<file path="config.mk">
export PLATFORM = sky130hd
export DESIGN_NAME = dio_port
export DESIGN_NICKNAME = d
export VERILOG_FILES = /design/src/rtl/dio_pkg.sv /design/src/rtl/dio_in_sync.sv /design/src/rtl/dio_out_latch.sv /design/src/rtl/dio_irq_ctl.sv /design/src/rtl/dio_port.sv
export SDC_FILE = /design/constraint.sdc
export NUM_CORES = 1
export LEC_CHECK = 0
export BUFFER_PORTS_ARGS = -buffer_cell sky130_fd_sc_hd__buf_2
export CORE_MARGIN = 2
export CORE_UTILIZATION = 47
export CTS_CLUSTER_SIZE = 20
export DETAILED_ROUTE_END_ITERATION = 6
export GPL_TIMING_DRIVEN = 1
export PLACE_DENSITY_LB_ADDON = 0.25
export SLEW_MARGIN = 20
export SYNTH_ARGS = -nofsm -noshare
export SYNTH_HDL_FRONTEND = slang
export SYNTH_HIERARCHICAL = 1
export SYNTH_SLANG_ARGS = --single-unit
</file>
<file path="constraint.sdc">
create_clock -name clk -period 1.13 [get_ports clk]
set_input_delay 0.0565 -clock clk [delete_from_list [all_inputs] [get_ports clk]]
set_output_delay 0.0565 -clock clk [all_outputs]
set_load 0.03 [all_outputs]
</file>
<file path="src/rtl/dio_pkg.sv">
package dio_pkg;

    localparam int BYTE_W    = 8;
    localparam int NUM_BYTES = 2;
    localparam int ADDR_W    = 3;

    // Offsets whose behaviour the host depends on
    localparam logic [ADDR_W-1:0] OFS_IRQ_CTL = 3'd2;
    localparam logic [ADDR_W-1:0] OFS_IRQ_CLR = 3'd1;

    typedef struct packed {
        logic              wr;
        logic              rd;
        logic [ADDR_W-1:0] addr;
        logic [BYTE_W-1:0] data;
    } bus_req_t;

    // Output byte b lives at 4*b, input byte b at 4*b+1
    function automatic logic [ADDR_W-1:0] out_ofs(input int b);
        return ADDR_W'(4 * b);
    endfunction

    function automatic logic [ADDR_W-1:0] in_ofs(input int b);
        return ADDR_W'(4 * b + 1);
    endfunction

endpackage

</file>
<file path="src/rtl/dio_in_sync.sv">
module dio_in_sync #(
    parameter int LINES = 16
) (
    input  logic             clk,
    input  logic             rst,
    input  logic [LINES-1:0] pins,
    output logic [LINES-1:0] synced,
    output logic             any_edge
);
    logic [LINES-1:0] meta_q, sync_q, prev_q;
    logic [LINES-1:0] diff;

    always_ff @(posedge clk) begin
        if (rst) begin
            meta_q <= '0;
            sync_q <= '0;
            prev_q <= '0;
        end else begin
            meta_q <= pins;
            sync_q <= meta_q;
            prev_q <= sync_q;
        end
    end

    // Per-line change detect, both polarities
    for (genvar i = 0; i < LINES; i++) begin : g_edge
        assign diff[i] = sync_q[i] ^ prev_q[i];
    end

    assign synced   = sync_q;
    assign any_edge = |diff;
endmodule

</file>
<file path="src/rtl/dio_out_latch.sv">
module dio_out_latch
    import dio_pkg::*;
#(
    parameter int BW    = BYTE_W,
    parameter int BYTES = NUM_BYTES
) (
    input  logic              clk,
    input  logic              rst,
    input  bus_req_t          req,
    output logic [BW*BYTES-1:0] dout
);
    for (genvar b = 0; b < BYTES; b++) begin : g_byte
        logic [BW-1:0] lat_q;
        always_ff @(posedge clk) begin
            if (rst)
                lat_q <= '0;
            else if (req.wr && req.addr == out_ofs(b))
                lat_q <= req.data[BW-1:0];
        end
        assign dout[b*BW +: BW] = lat_q;
    end
endmodule

</file>
<file path="src/rtl/dio_irq_ctl.sv">
module dio_irq_ctl
    import dio_pkg::*;
(
    input  logic     clk,
    input  logic     rst,
    input  bus_req_t req,
    input  logic     any_edge,
    output logic     en,
    output logic     pend,
    output logic     irq
);
    logic en_q, pend_q;
    logic ctl_rd, ctl_wr, clr_wr;

    assign ctl_rd = req.rd && req.addr == OFS_IRQ_CTL;
    assign ctl_wr = req.wr && req.addr == OFS_IRQ_CTL;
    assign clr_wr = req.wr && req.addr == OFS_IRQ_CLR;

    always_ff @(posedge clk) begin
        if (rst)
            en_q <= 1'b0;
        else if (ctl_wr)
            en_q <= 1'b0;
        else if (ctl_rd)
            en_q <= 1'b1;
    end

    // A detected change outranks a clear so no change is lost
    always_ff @(posedge clk) begin
        if (rst)
            pend_q <= 1'b0;
        else if (any_edge && en_q)
            pend_q <= 1'b1;
        else if (clr_wr)
            pend_q <= 1'b0;
    end

    assign en   = en_q;
    assign pend = pend_q;
    assign irq  = pend_q & en_q;
endmodule

</file>
<file path="src/rtl/dio_port.sv">
module dio_port
    import dio_pkg::*;
#(
    parameter int BW    = BYTE_W,
    parameter int BYTES = NUM_BYTES,
    localparam int LINES = BW * BYTES
) (
    input  logic              clk,
    input  logic              rst,
    input  logic [ADDR_W-1:0] bus_addr,
    input  logic              bus_wr,
    input  logic              bus_rd,
    input  logic [BW-1:0]     bus_wdata,
    output logic [BW-1:0]     bus_rdata,
    input  logic [LINES-1:0]  din,
    output logic [LINES-1:0]  dout,
    output logic              irq
);
    bus_req_t         req;
    logic [LINES-1:0] in_sync;
    logic             any_edge;
    logic             irq_en;
    logic             irq_pend;

    always_comb begin
        req      = '0;
        req.wr   = bus_wr;
        req.rd   = bus_rd;
        req.addr = bus_addr;
        req.data = BYTE_W'(bus_wdata);
    end

    dio_in_sync #(.LINES(LINES)) u_sync (
        .clk      (clk),
        .rst      (rst),
        .pins     (din),
        .synced   (in_sync),
        .any_edge (any_edge)
    );

    dio_out_latch #(.BW(BW), .BYTES(BYTES)) u_out (
        .clk  (clk),
        .rst  (rst),
        .req  (req),
        .dout (dout)
    );

    dio_irq_ctl u_irq (
        .clk      (clk),
        .rst      (rst),
        .req      (req),
        .any_edge (any_edge),
        .en       (irq_en),
        .pend     (irq_pend),
        .irq      (irq)
    );

    // Read mux: only the input offsets return data
    logic [BYTES-1:0][BW-1:0] rd_terms;
    for (genvar b = 0; b < BYTES; b++) begin : g_rd
        assign rd_terms[b] = (bus_rd && bus_addr == in_ofs(b))
                           ? in_sync[b*BW +: BW] : '0;
    end

    always_comb begin
        bus_rdata = '0;
        for (int b = 0; b < BYTES; b++)
            bus_rdata |= rd_terms[b];
    end
endmodule

</file>
==> impl_metrics.py <==
metrics = {
    "yosys": {
        "ys_seq_area_share_pct": 54.9,
        "synth_area_per_cell_um2": 11.2,
        "syn-num-nets": 247,
        "yosys.cell_count.top_type": "dfxtp_1",
        "yosys-top-cells-area": "dfxtp_1 (55%), nor2b_1 (12%), mux2i_1 (10%)",
        "synthCells": 216,
        "ys.flop_type": "dfxtp_1",
        "synth_edf_count": 0,
        "ys_ff_latch": 66,
        "async_flop_share_pct": 0,
        "yosys_warnings": 6,
        "ys_types": 23,
        "synth_top_cell_by_area": "dfxtp_1",
        "synth.top_cells.by_count": "dfxtp_1 (66), nor2b_1 (47), nand2b_1 (25), mux2i_1 (24), xor2_1 (16)",
        "synth_top_area_share_pct": 54.9,
        "syn_area_mm2": 0.00241,
    },
    "worst_setup_path": {
        "rr_worst_depth": 5,
        "cp_data_required_time_ps": 1330,
        "cp-start-kind": "flop",
        "worst_setup_path_end_kind": "flop",
        "critPathKind": "flop to flop",
        "crit_fanout": 3,
        "r2r_setup_slack_ps": -80,
        "r2r_end": "u_irq/pend",
        "worstPathArrival_ps": 1410,
        "r2r-start": "u_sync/synced[9]",
    },
    "placement": {
        "hpwlAfterDp_mm": 2.64,
        "port_buffers": 55,
        "placed_cells": 345,
        "gp_congestion": 0.744,
    },
    "routing": {
        "ant_nets": 0,
        "wirelength_mm": 3.90,
        "vias_per_cell": 4.24,
        "drt_iter0_drc": 37,
        "first_pass_iters": 4,
        "wl_per_cell_um": 10.5,
        "wl_met3_um": 148,
        "post-route-drc-count": 0,
        "wl_met1_mm": 2.01,
        "wl_met2_mm": 1.70,
        "vias": 1582,
        "top_layer": "met4",
    },
    "floorplan": {
        "die_w_um": 75.6,
        "io_pins": 56,
        "start_util_pct": 48.1,
        "coreArea_mm2": 0.00501,
        "die_h_um": 75.6,
        "num_rows": 26,
        "fp.dieArea_mm2": 0.00571,
    },
    "clocking": {
        "h-tree-depth": 3,
        "cts_root_buf": "clkbuf_8",
        "clkLatencyLatePin_ps": 310,
        "cts_setup_buffers": 0,
        "cts_tree": "done",
        "cts.sinks": 66,
        "numCtsBuffers": 9,
        "cts_buffer_depth": 2,
        "clkTransAtPathRegs_ps": 60,
    },
    "status": {
        "failed_checks": "setup timing",
        "status": "finished with violations",
    },
    "global_routing": {
        "grt_first_pass_wirelength_mm": 6.04,
        "grt.total_usage_pct": 14.5,
        "antenna_found_initial": 0,
        "grt_overflow": 0,
        "grt_pass1_vias": 1387,
        "grt_max_degree": 52,
    },
    "power": {
        "clock_power_share_pct": 39.8,
        "seqPwrFrac_pct": 51.5,
        "comb_power_share_pct": 8.7,
        "switchingPower_uw": 978,
        "finalPower_uw": 4760,
        "vdd.ir_drop.worst_mv": 0.898,
        "power_density_mw_per_mm2": 1470,
        "intPower_uw": 3780,
        "p_leak_uw": 0.00151,
        "swShare_pct": 20.5,
    },
    "min_path": {
        "whs_endpoint": "u_irq/en",
        "hold_class": "primary input to flop",
        "hold_start": "bus_wr",
        "hold_depth": 2,
    },
    "finish": {
        "final_nets": 329,
        "final_cells": 373,
        "antenna_cells": 0,
        "drive_above_1_share_pct": 33.3,
        "fin_util_pct": 64.6,
        "syn_to_final_growth_pct": 34.4,
    },
    "timing": {
        "drv_slew": 0,
        "finalSetupViolCount": 4,
        "setup_ws_ps": -77.2,
        "finalCritPeriodShare_pct": 107,
        "min_period_ps": 1210,
        "whs_ps": 20.4,
        "finClkSkew_ps": 5.95,
        "worst_slew_pin_slew_ps": 287,
        "hold_viol": 0,
        "relSlewSlack_pct": 80.7,
        "rsz0062_at_grt": "true",
        "max_freq_mhz": 828,
    },
    "job": {
        "drv_cap": 0,
    },
}
-- worst max path at each step --
stage	from	to	slack [ps]
finish	u_sync/synced[9]	u_irq/pend	-80
global route	u_sync/synced[0]	u_irq/pend	-130
CTS	u_sync/synced[15]	u_irq/pend	-80
detailed placement	u_sync/synced[1]	u_irq/pend	-100
global placement	u_sync/synced[1]	u_irq/pend	-90
floorplan	u_sync/synced[1]	u_irq/pend	60
-- sequential cells by signal, indices dropped and copies added (netlist names) --
register / count
u_out/g_byte.lat_q: 16
u_irq/en: 1
u_irq/pend: 1
u_sync/synced: 16
u_sync/prev_q: 16
u_sync/meta_q: 16
-- stage by stage --
| step | setup TNS [ps] | setup WS (ps) | area [µm²] |
|---|---|---|---|
| floorplan | 0 | 55.6 | 2410 |
| global placement | -86.0 | -86.0 | 2840 |
| detailed placement | -99.2 | -99.2 | 2840 |
| CTS | -284 | -78.0 | 3240 |
| global route | -396 | -128 | 3240 |
| finish | -126 | -77.2 | 3240 |
-- power groups by stage --
stage	clock, µW	combinational [µW]	sequential (µW)
2_1_floorplan	0	199	2520
3_3_place_gp	0	363	2500
3_5_place_dp	0	364	2500
4_1_cts	1960	413	2450
5_1_grt	2080	449	2460
6_report	1900	412	2450
-- area by class of cell --
| cell class | instances | area, µm² |
|---|---|---|
| clock buffers | 14 | 163 |
| inverters | 1 | 3.75 |
| repair buffers | 82 | 562 |
| flip-flops and latches | 66 | 1340 |
| clock inverters | 2 | 35.0 |
| well taps | 70 | 87.6 |
| multi-input cells | 138 | 1050 |
| fillers | 453 | 1770 |
-- placed cells by master (no fill, tap or decap) --
cell	n
dfxtp_1	52
clkinv_2	1
nor2_1	8
and4bb_2	2
nor4_2	3
buf_6	3
a221oi_1	1
nor4_1	1
buf_2	47
and2_1	1
bufinv_16	1
clkbuf_8	11
clkbuf_1	3
nor2b_2	1
buf_4	15
or4b_1	1
buf_12	1
dfxtp_2	14
inv_1	1
mux2i_1	24
nand3b_4	1
nand4bb_1	2
nand2b_1	25
nor4b_2	1
dlygate4sd3_1	16
nand3b_1	1
nand4_1	1
nor3b_1	1
nor2b_1	47
xor2_1	16
o21ai_1	1
-- repair_timing --
action / in CTS / in global routing
gates cloned: 0 / 0
setup endpoints to repair: 9 / 9
resized for setup: 25 / 5
hold buffers: 16 / 0
hold endpoints to repair: 16 / 0
pin swaps: 11 / 8
-- kinds of logic after synthesis --
kind of cell	after synthesis	share of synthesized area, %
DFF	66	54.9
buffers and inverters	12	2.44
AOI/OAI and AO/OA	2	0.571
and+or+nand+nor	96	26.3
xor gates and xnor gates	16	5.82
muxes	24	9.97
-- critical path: stages, from the launching register on --
cell	delay, ps
dfxtp_2	340
xor2_1	160
nor4_2	300
nand4_1	140
nand3b_1	100
o21ai_1	60
-- layer usage --
layer,track usage [%],vias to the layer above
li1,-,862
met1,20.0,680
met2,19.8,36
met5,0,-
met3,4.50,4
met4,8.77,0
No activity file was read; power rests on OpenSTA's default activity.
